[config.mk]
export PLATFORM = sky130hd
export DESIGN_NAME = pix_role_tagger
export DESIGN_NICKNAME = d
export VERILOG_FILES = /design/src/rtl/pix_role_tagger.sv
export SDC_FILE = /design/constraint.sdc
export NUM_CORES = 1
export LEC_CHECK = 0
export BUFFER_PORTS_ARGS = -buffer_cell sky130_fd_sc_hd__buf_2
export CORE_UTILIZATION = 45
export CTS_CLUSTER_DIAMETER = 200
export DETAILED_ROUTE_END_ITERATION = 12
export PLACE_DENSITY = 0.62
export SYNTH_ARGS = -nofsm -noshare
export SYNTH_HDL_FRONTEND = slang
export SYNTH_SLANG_ARGS = --single-unit
[constraint.sdc]
create_clock -name clk -period 39.2 [get_ports clk]
set_input_delay 3.92 -clock clk [delete_from_list [all_inputs] [get_ports clk]]
set_output_delay 3.92 -clock clk [all_outputs]
set_load 0.02 [all_outputs]
[src/rtl/pix_role_tagger.sv]
module pix_role_tagger #(
  parameter int DW       = 12,
  parameter int CLR_LEAD = 26,
  parameter int CLR_SHLD = 96,
  parameter int CLR_GAP  = 6,
  parameter int CLR_SIG  = 5340,
  parameter int CLR_TAIL = 22,
  parameter int CLR_TEST = 12,
  parameter int BW_LEAD  = 13,
  parameter int BW_SHLD  = 48,
  parameter int BW_GAP   = 3,
  parameter int BW_SIG   = 2670,
  parameter int BW_TAIL  = 11,
  parameter int BW_TEST  = 6,
  parameter int IW       = $clog2(CLR_SIG + 1)
) (
  input  logic          clk,
  input  logic          rst_n,
  input  logic          line_start,
  input  logic          pix_stb,
  input  logic          bw_sel,
  input  logic [DW-1:0] pix_data,
  output logic [2:0]    cls,
  output logic [IW-1:0] eff_idx,
  output logic [IW-1:0] eff_idx_even,
  output logic          sig_valid,
  output logic [DW-1:0] blk_level,
  output logic          short_err
);
  localparam int CLR_LEN = CLR_LEAD + CLR_SHLD + CLR_GAP + CLR_SIG + CLR_TAIL;
  localparam int PW = $clog2(CLR_LEN + 1);
  localparam int AW = DW + $clog2(CLR_SHLD + 1);

  localparam logic [2:0] K_DUMMY = 3'd0;
  localparam logic [2:0] K_DARK  = 3'd1;
  localparam logic [2:0] K_SIG   = 3'd2;
  localparam logic [2:0] K_TEST  = 3'd3;
  localparam logic [2:0] K_TAIL  = 3'd4;

  logic          bw_q, in_line;
  logic [PW-1:0] pos;
  logic [AW-1:0] acc;

  logic [PW-1:0] sh_beg, sh_end, sig_beg, sig_end, tst_pos, len;
  assign sh_beg  = bw_q ? PW'(BW_LEAD) : PW'(CLR_LEAD);
  assign sh_end  = sh_beg + (bw_q ? PW'(BW_SHLD) : PW'(CLR_SHLD));
  assign sig_beg = sh_end + (bw_q ? PW'(BW_GAP) : PW'(CLR_GAP));
  assign sig_end = sig_beg + (bw_q ? PW'(BW_SIG) : PW'(CLR_SIG));
  assign tst_pos = sig_end + (bw_q ? PW'(BW_TEST) : PW'(CLR_TEST));
  assign len     = sig_end + (bw_q ? PW'(BW_TAIL) : PW'(CLR_TAIL));

  logic [2:0] cls_n;
  always_comb begin
    if (pos < sh_beg)        cls_n = K_DUMMY;
    else if (pos < sh_end)   cls_n = K_DARK;
    else if (pos < sig_beg)  cls_n = K_DUMMY;
    else if (pos < sig_end)  cls_n = K_SIG;
    else if (pos == tst_pos) cls_n = K_TEST;
    else                     cls_n = K_TAIL;
  end

  wire           adv    = pix_stb && !line_start && in_line;
  wire [PW-1:0]  k      = pos - sig_beg + PW'(1);
  wire [PW:0]    k2     = {k, 1'b0};
  wire [AW-1:0]  acc_n  = acc + AW'(pix_data);
  wire [AW-1:0]  avg    = bw_q ? acc_n / AW'(BW_SHLD) : acc_n / AW'(CLR_SHLD);

  always_ff @(posedge clk or negedge rst_n) begin
    if (!rst_n) begin
      bw_q <= 1'b0; in_line <= 1'b0; pos <= '0; acc <= '0;
      cls <= K_DUMMY; eff_idx <= '0; eff_idx_even <= '0;
      sig_valid <= 1'b0; blk_level <= '0; short_err <= 1'b0;
    end else if (line_start) begin
      if (in_line && pos < len) short_err <= 1'b1;
      in_line <= 1'b1; bw_q <= bw_sel; pos <= '0; acc <= '0;
      cls <= K_DUMMY; sig_valid <= 1'b0; eff_idx <= '0; eff_idx_even <= '0;
    end else if (adv) begin
      cls       <= cls_n;
      sig_valid <= (cls_n == K_SIG);
      if (pos < len) pos <= pos + PW'(1);
      if (cls_n == K_SIG) begin
        if (bw_q) begin
          eff_idx      <= IW'(k2 - (PW+1)'(1));
          eff_idx_even <= IW'(k2);
        end else begin
          eff_idx      <= IW'(k);
          eff_idx_even <= '0;
        end
      end
      if (cls_n == K_DARK) begin
        acc <= acc_n;
        if (pos == sh_end - PW'(1)) blk_level <= DW'(avg);
      end
    end
  end
endmodule


* Word-level counts from Yosys, hierarchy flattened
Cells that the tools add are included.
** Operators by class
- Divide/modulo/power cells :: 2
- Equality and inequality tests :: 4
- Muxes and demuxes :: 30
- Add/subtract/negate cells :: 11
- Bitwise logic cells :: 1
- Reductions and logical operators :: 13
- Magnitude comparators :: 5
** Operators by type and width (count)
- 2-to-1 mux 13 bit :: 12
- 2-to-1 mux 19 bit :: 3
- adder 13 x 1 -> 13 bit (second input constant) :: 2
- == test 13 bit :: 2
- < comparator 13 bit :: 2
- 2-to-1 mux 3 bit :: 8
- adder 19 x 12 -> 19 bit :: 1
- divider 19 x 6 -> 19 bit (second input constant) :: 1
- divider 19 x 7 -> 19 bit (second input constant) :: 1
- adder 13 x 4 -> 13 bit :: 1
- adder 13 x 5 -> 13 bit :: 1
- adder 9 x 13 -> 13 bit :: 1
- < comparator 13 x 5 -> 1 bit :: 1
- < comparator 13 x 8 -> 1 bit :: 1
- < comparator 13 x 9 -> 1 bit :: 1
- subtractor 13 x 1 -> 13 bit (second input constant) :: 1
- subtractor 13 x 9 -> 13 bit :: 1
- 2-to-1 mux 12 bit :: 1
- 2-to-1 mux 5 bit :: 2
- adder 8 x 3 -> 9 bit :: 1
- subtractor 8 x 1 -> 9 bit (second input constant) :: 1
- adder 5 x 7 -> 8 bit :: 1
- AND reduction 2 bit :: 4
- nonzero test 2 bit :: 4
- other kinds (9) :: 12
** Storage, ports and cells
- Bits in registers :: 77
- Input bits :: 17

* Longest topological paths before layout
- Word-level depth :: 15
- Mapped depth :: 113
- Mapped depth without buffers :: 109

* Least setup slack after synthesis
Ideal clock, no wire load.
- Path kind :: input -> register
- Start point :: input port pix_data[3]
- End point :: register blk_level[0]
- Buffers on the path :: 3
- Arrival time :: 25.479 ns
- Data required time :: 39.074 ns
- Stages :: 106
- Path slack :: 13.595 ns
- Path through :: ha_1 a21o_1 a21o_1 o211ai_1 a21o_1 nand2_1 ha_1 nor2_1 nor2_1 nor2_1 ha_1 clkbuf_1 nor2_1 o21ai_0 o21ai_0 ha_1 nor2_1 nand4_1 [... 70 more ...] o21bai_1 a211oi_2 a31oi_4 nor4_1 nor2_1 xor2_1 ha_1 nand3b_1 or4b_1 a21oi_1 nor3b_2 nor2_1 xor2_1 ha_1 nand3b_1 or4_1 a211oi_1 a21oi_1
** Between the ends
- Word-level cells in the longest chain between the ends :: 3
- Elaborated cells on any way between the ends :: 4
- Those cells by class :: add/sub (1); div (2); mux (1)
** RTL lines
- from (decl) :: line 22 : input logic [DW-1:0] pix_data,
- adder 19 x 12 -> 19 bit * :: line 65 : wire [AW-1:0] acc_n = acc + AW'(pix_data);
- divider 19 x 7 -> 19 bit or divider 19 x 6 -> 19 bit (tied branches) :: line 66 : wire [AW-1:0] avg = bw_q ? acc_n / AW'(BW_SHLD) : acc_n / AW'(CLR_SHLD);
- 2-to-1 mux 12 bit * :: line 66
- to (signal assigned) :: line 92 : if (pos == sh_end - PW'(1)) blk_level <= DW'(avg);
- to (decl) :: line 27 : output logic [DW-1:0] blk_level,
Mark *: on every way between the ends. The rest lies on a longest branch, timed or not.
A chain may end at the register's enable or synchronous reset.

* Worst setup path after layout
Same ends and word-level chain as after synthesis.

==> results.md <==
* Syn_nets at 1272
* PortBufs at 58
* Worst Setup Start Kind: input pin
* Placer Congestion at 0.951
* Synth Register Bits at 76
* Die width at approximately 150 um
* CTS clk-pin slew, worst paths at about 0.080 ns
* N_diodes at 0
* Postcts setup bufs at 0
* Final Hold Fails at 0
* Worst ir drop on vdd at 0.0000264 V
* Vias per inst at 5.98
* Footprint of the multi-input gates at ~7100 sq um
* Row count at 52
* Max Root-Sink Buffers at 2
* Drt pass-1 iters at 5
* Unrepaired setup endpoints after global routing: false
* Worst Skew at between 0.01 and 0.015 ns
* Worst path max stage delay at 0.74 ns
* Placed insts at 1463
* Status: completed
* Power density cells at 33.0 nW/um^2
* Setup_tns at 0 ns
* Seq. cell area at about 1900 sq um
* CTS tree: built
* Drt wl/cell at 17.1 um
* Routed WL at 25.3 mm
* Syn Inst Count at around 1200
* CP max-delay cell: a211oi_2
* Leakage power at 0.00447 uW
* Violation count after the first detailed-route iteration at 600
* Arrival time at the worst endpoint at 28.90 ns
* Share of layout cells above drive strength 1 at 13.2%
* Hold Crit Class: reg2reg
* Starting Density at between 40 and 50%
* DIE AREA at 21400 sq um
* Clock Latency Late Sink at 0.36 ns
* Fin cells at 1479
* Overall Global Routing Usage at 23.8%
* Async SR Flop Fraction at 100%
* Synthesized area per cell at 8.03 sq um
* Post-synth EDFFs at 0
* Max Cap Viol at 0
* Required time of the critical path at 39.44 ns
* Fin nets at 1308
* Congestion Overflow GR at 0
* H-tree depth at 3
* Period minus WS final at about 29 ns
* Final Cycle Share at between 70% and 80%
* Primary FF master, synth: dfrtp_1
* Post-cts resize count at 0
* Ports at 60
* Initial antenna violation count at 0
* CTS Buf Count at 9
* Via count at 8840
* Ys Warns at 0
* Worst-margin pin slew at 1.12 ns
* Core Box Area at 20300 sq um
* DR DRC count at 0
* Setup Viol. Count Final at 0
* Post-synthesis sequential area ratio at roughly 20%
* First-pass GRT wire length at around 42 mm
* Root Buffer: clkbuf_16
* Crit. End Element: flip-flop
* Post-DP HPWL at 18.7 mm
* Distinct cells, synth at 117
* Final ANT Viol Nets at 0
* Post-cts hold buffer count at 0
* Number of global-route vias before repair at between 8000 and 9000
* Die Y-Extent at 146 um
* Crit path top cell by count: ha_1
* Total clock sinks at 76
* Critical path type: in2reg
* Max-slew violations at 0
* Area of the mapped netlist at 9370 sq um
* Fill cells at a little under 2000
* Area grow syn2layout at 8.42%
* Largest net degree at the start of global routing at just under 80
* Rel. slew slack at between 20% and 30%
* CP Max Fanout at 12
* FMAX at 34.9 MHz
[worst paths after layout]
check,start,end,slack [ns],cells past startpoint
max reg2reg,acc[3],blk_level[0],13.85,105
min,eff_idx_even[12],eff_idx_even[12],0.48,2
min reg2reg,eff_idx_even[12],eff_idx_even[12],0.48,2
min in group asynchronous,rst_n,pos[10],3.74,1
max in group asynchronous,rst_n,eff_idx[4],34.78,1
max,pix_data[3],blk_level[0],10.55,106
[placed cells by master, fill, tap and decap left out, types with 8 or more instances in the layout]
master       n
a21o_1      12
a21oi_1     67
a31oi_1     17
and2_1      13
and3_1      14
buf_2       57
clkbuf_16    9
dfrtp_1     76
ha_1        85
inv_1       52
mux2_2       9
mux2i_1     14
nand2_1     94
nand2b_1    22
nand3_1     25
nand3b_1    22
nand4_1     20
nor2_1     129
nor2b_1     14
nor3_1      26
o211ai_1    21
o21a_1      13
o21ai_0     87
o21ai_1      8
o21bai_1    10
o31ai_1     10
or2_2        9
or3_1       10
xnor2_1     49
xor2_1      23
[layer usage]
metal	GRT usage [%]	share of wire, %	vias up
li1	-	-	4403
met1	36.6	53	4205
met2	35.7	42	203
met3	2.31	3.7	29
met4	5.21	1.4	0
met5	0	0	-
[report_power, final]
part | internal, uW | total (uW) | switching [uW]
Sequential | 78.6 | 79.2 | 0.549
Clock | 45.6 | 90.1 | 44.5
Combinational | 64.3 | 167 | 102
[stage by stage]
stage | utilization [%] | cell area (sq um) | power [uW] | setup slack, ns | hold slack [ns]
detailed placement | 48.6 | 9870 | 243 | 10.49 | 0.465
global placement | 48.6 | 9870 | 244 | 11.38 | 0.459
finish | 50.1 | 10200 | 336 | 10.55 | 0.480
CTS | 50.1 | 10200 | 335 | 10.77 | 0.483
floorplan | - | 9370 | 210 | 13.59 | 0.481
global route | 50.1 | 10200 | 356 | 8.53 | 0.513
[area by class of cell]
| cell class | count | area share (%) |
|---|---|---|
| multi-input cells | 997 | 69.7 |
| flip-flops and latches | 76 | 18.7 |
| repair buffers | 64 | 3.32 |
| well taps | 270 | 3.32 |
| clock buffers | 9 | 2.22 |
| inverters | 56 | 2.07 |
| clock inverters | 7 | 0.702 |
[sequential cells by signal (all words and copies together) (netlist names)]
signal and count:
acc 19, blk_level 12, bw_q 1, cls 3, eff_idx 13, eff_idx_even 12
in_line 1, pos 13, short_err 1, sig_valid 1
[cells by family after synthesis]
logic type | Yosys count | synth area share, %
and+or+nand+nor | 450 | 25.4
AOI/OAI and AO/OA | 356 | 27.3
buffers and inverters | 95 | 4.22
adders and majority gates | 87 | 11.8
DFF | 76 | 20.3
xor gates and xnor gates | 74 | 7.26
muxes | 29 | 3.66
other | 1 | 0.0400
[cells in the mapped netlist, drive strengths merged (6+ instances only)]
library cell  count  area share [%]
a2111oi           6            0.97
a211oi           12             1.4
a21boi            6            0.52
a21o             12            0.96
a21oi            67             3.6
a31oi            19             1.5
and2             14            0.93
and3             14            0.93
and4              7            0.65
buf              14            0.96
clkbuf           25             1.0
dfrtp            76              20
ha               85              11
inv              56             2.2
mux2             13             1.7
mux2i            16             2.0
nand2            94             3.8
nand2b           23             1.6
nand3            25             1.3
nand3b           22             1.8
nand4            21             1.6
nor2            130             5.2
nor2b            14            0.93
nor3             29             1.8
nor3b             9            0.83
nor4              9            0.96
o2111ai           6            0.81
o211ai           23             1.9
o21a             14             1.2
o21ai            97             5.3
o21bai           10            0.80
o221ai            7            0.85
o31a              8            0.76
o31ai            12             1.1
or2              11            0.73
or3              12            0.91
xnor2            50             4.9
xor2             23             2.1
[worst max-delay path: cells and delay by family]
family,cells,cell delay (ns)
AOI/OAI and AO/OA,35,7.87
xor gates and xnor gates,10,2.61
adders and majority gates,15,5.09
buffers and inverters,6,0.67
muxes,4,1.10
and+or+nand+nor,36,7.55
Power figures use the tool's default switching activity.
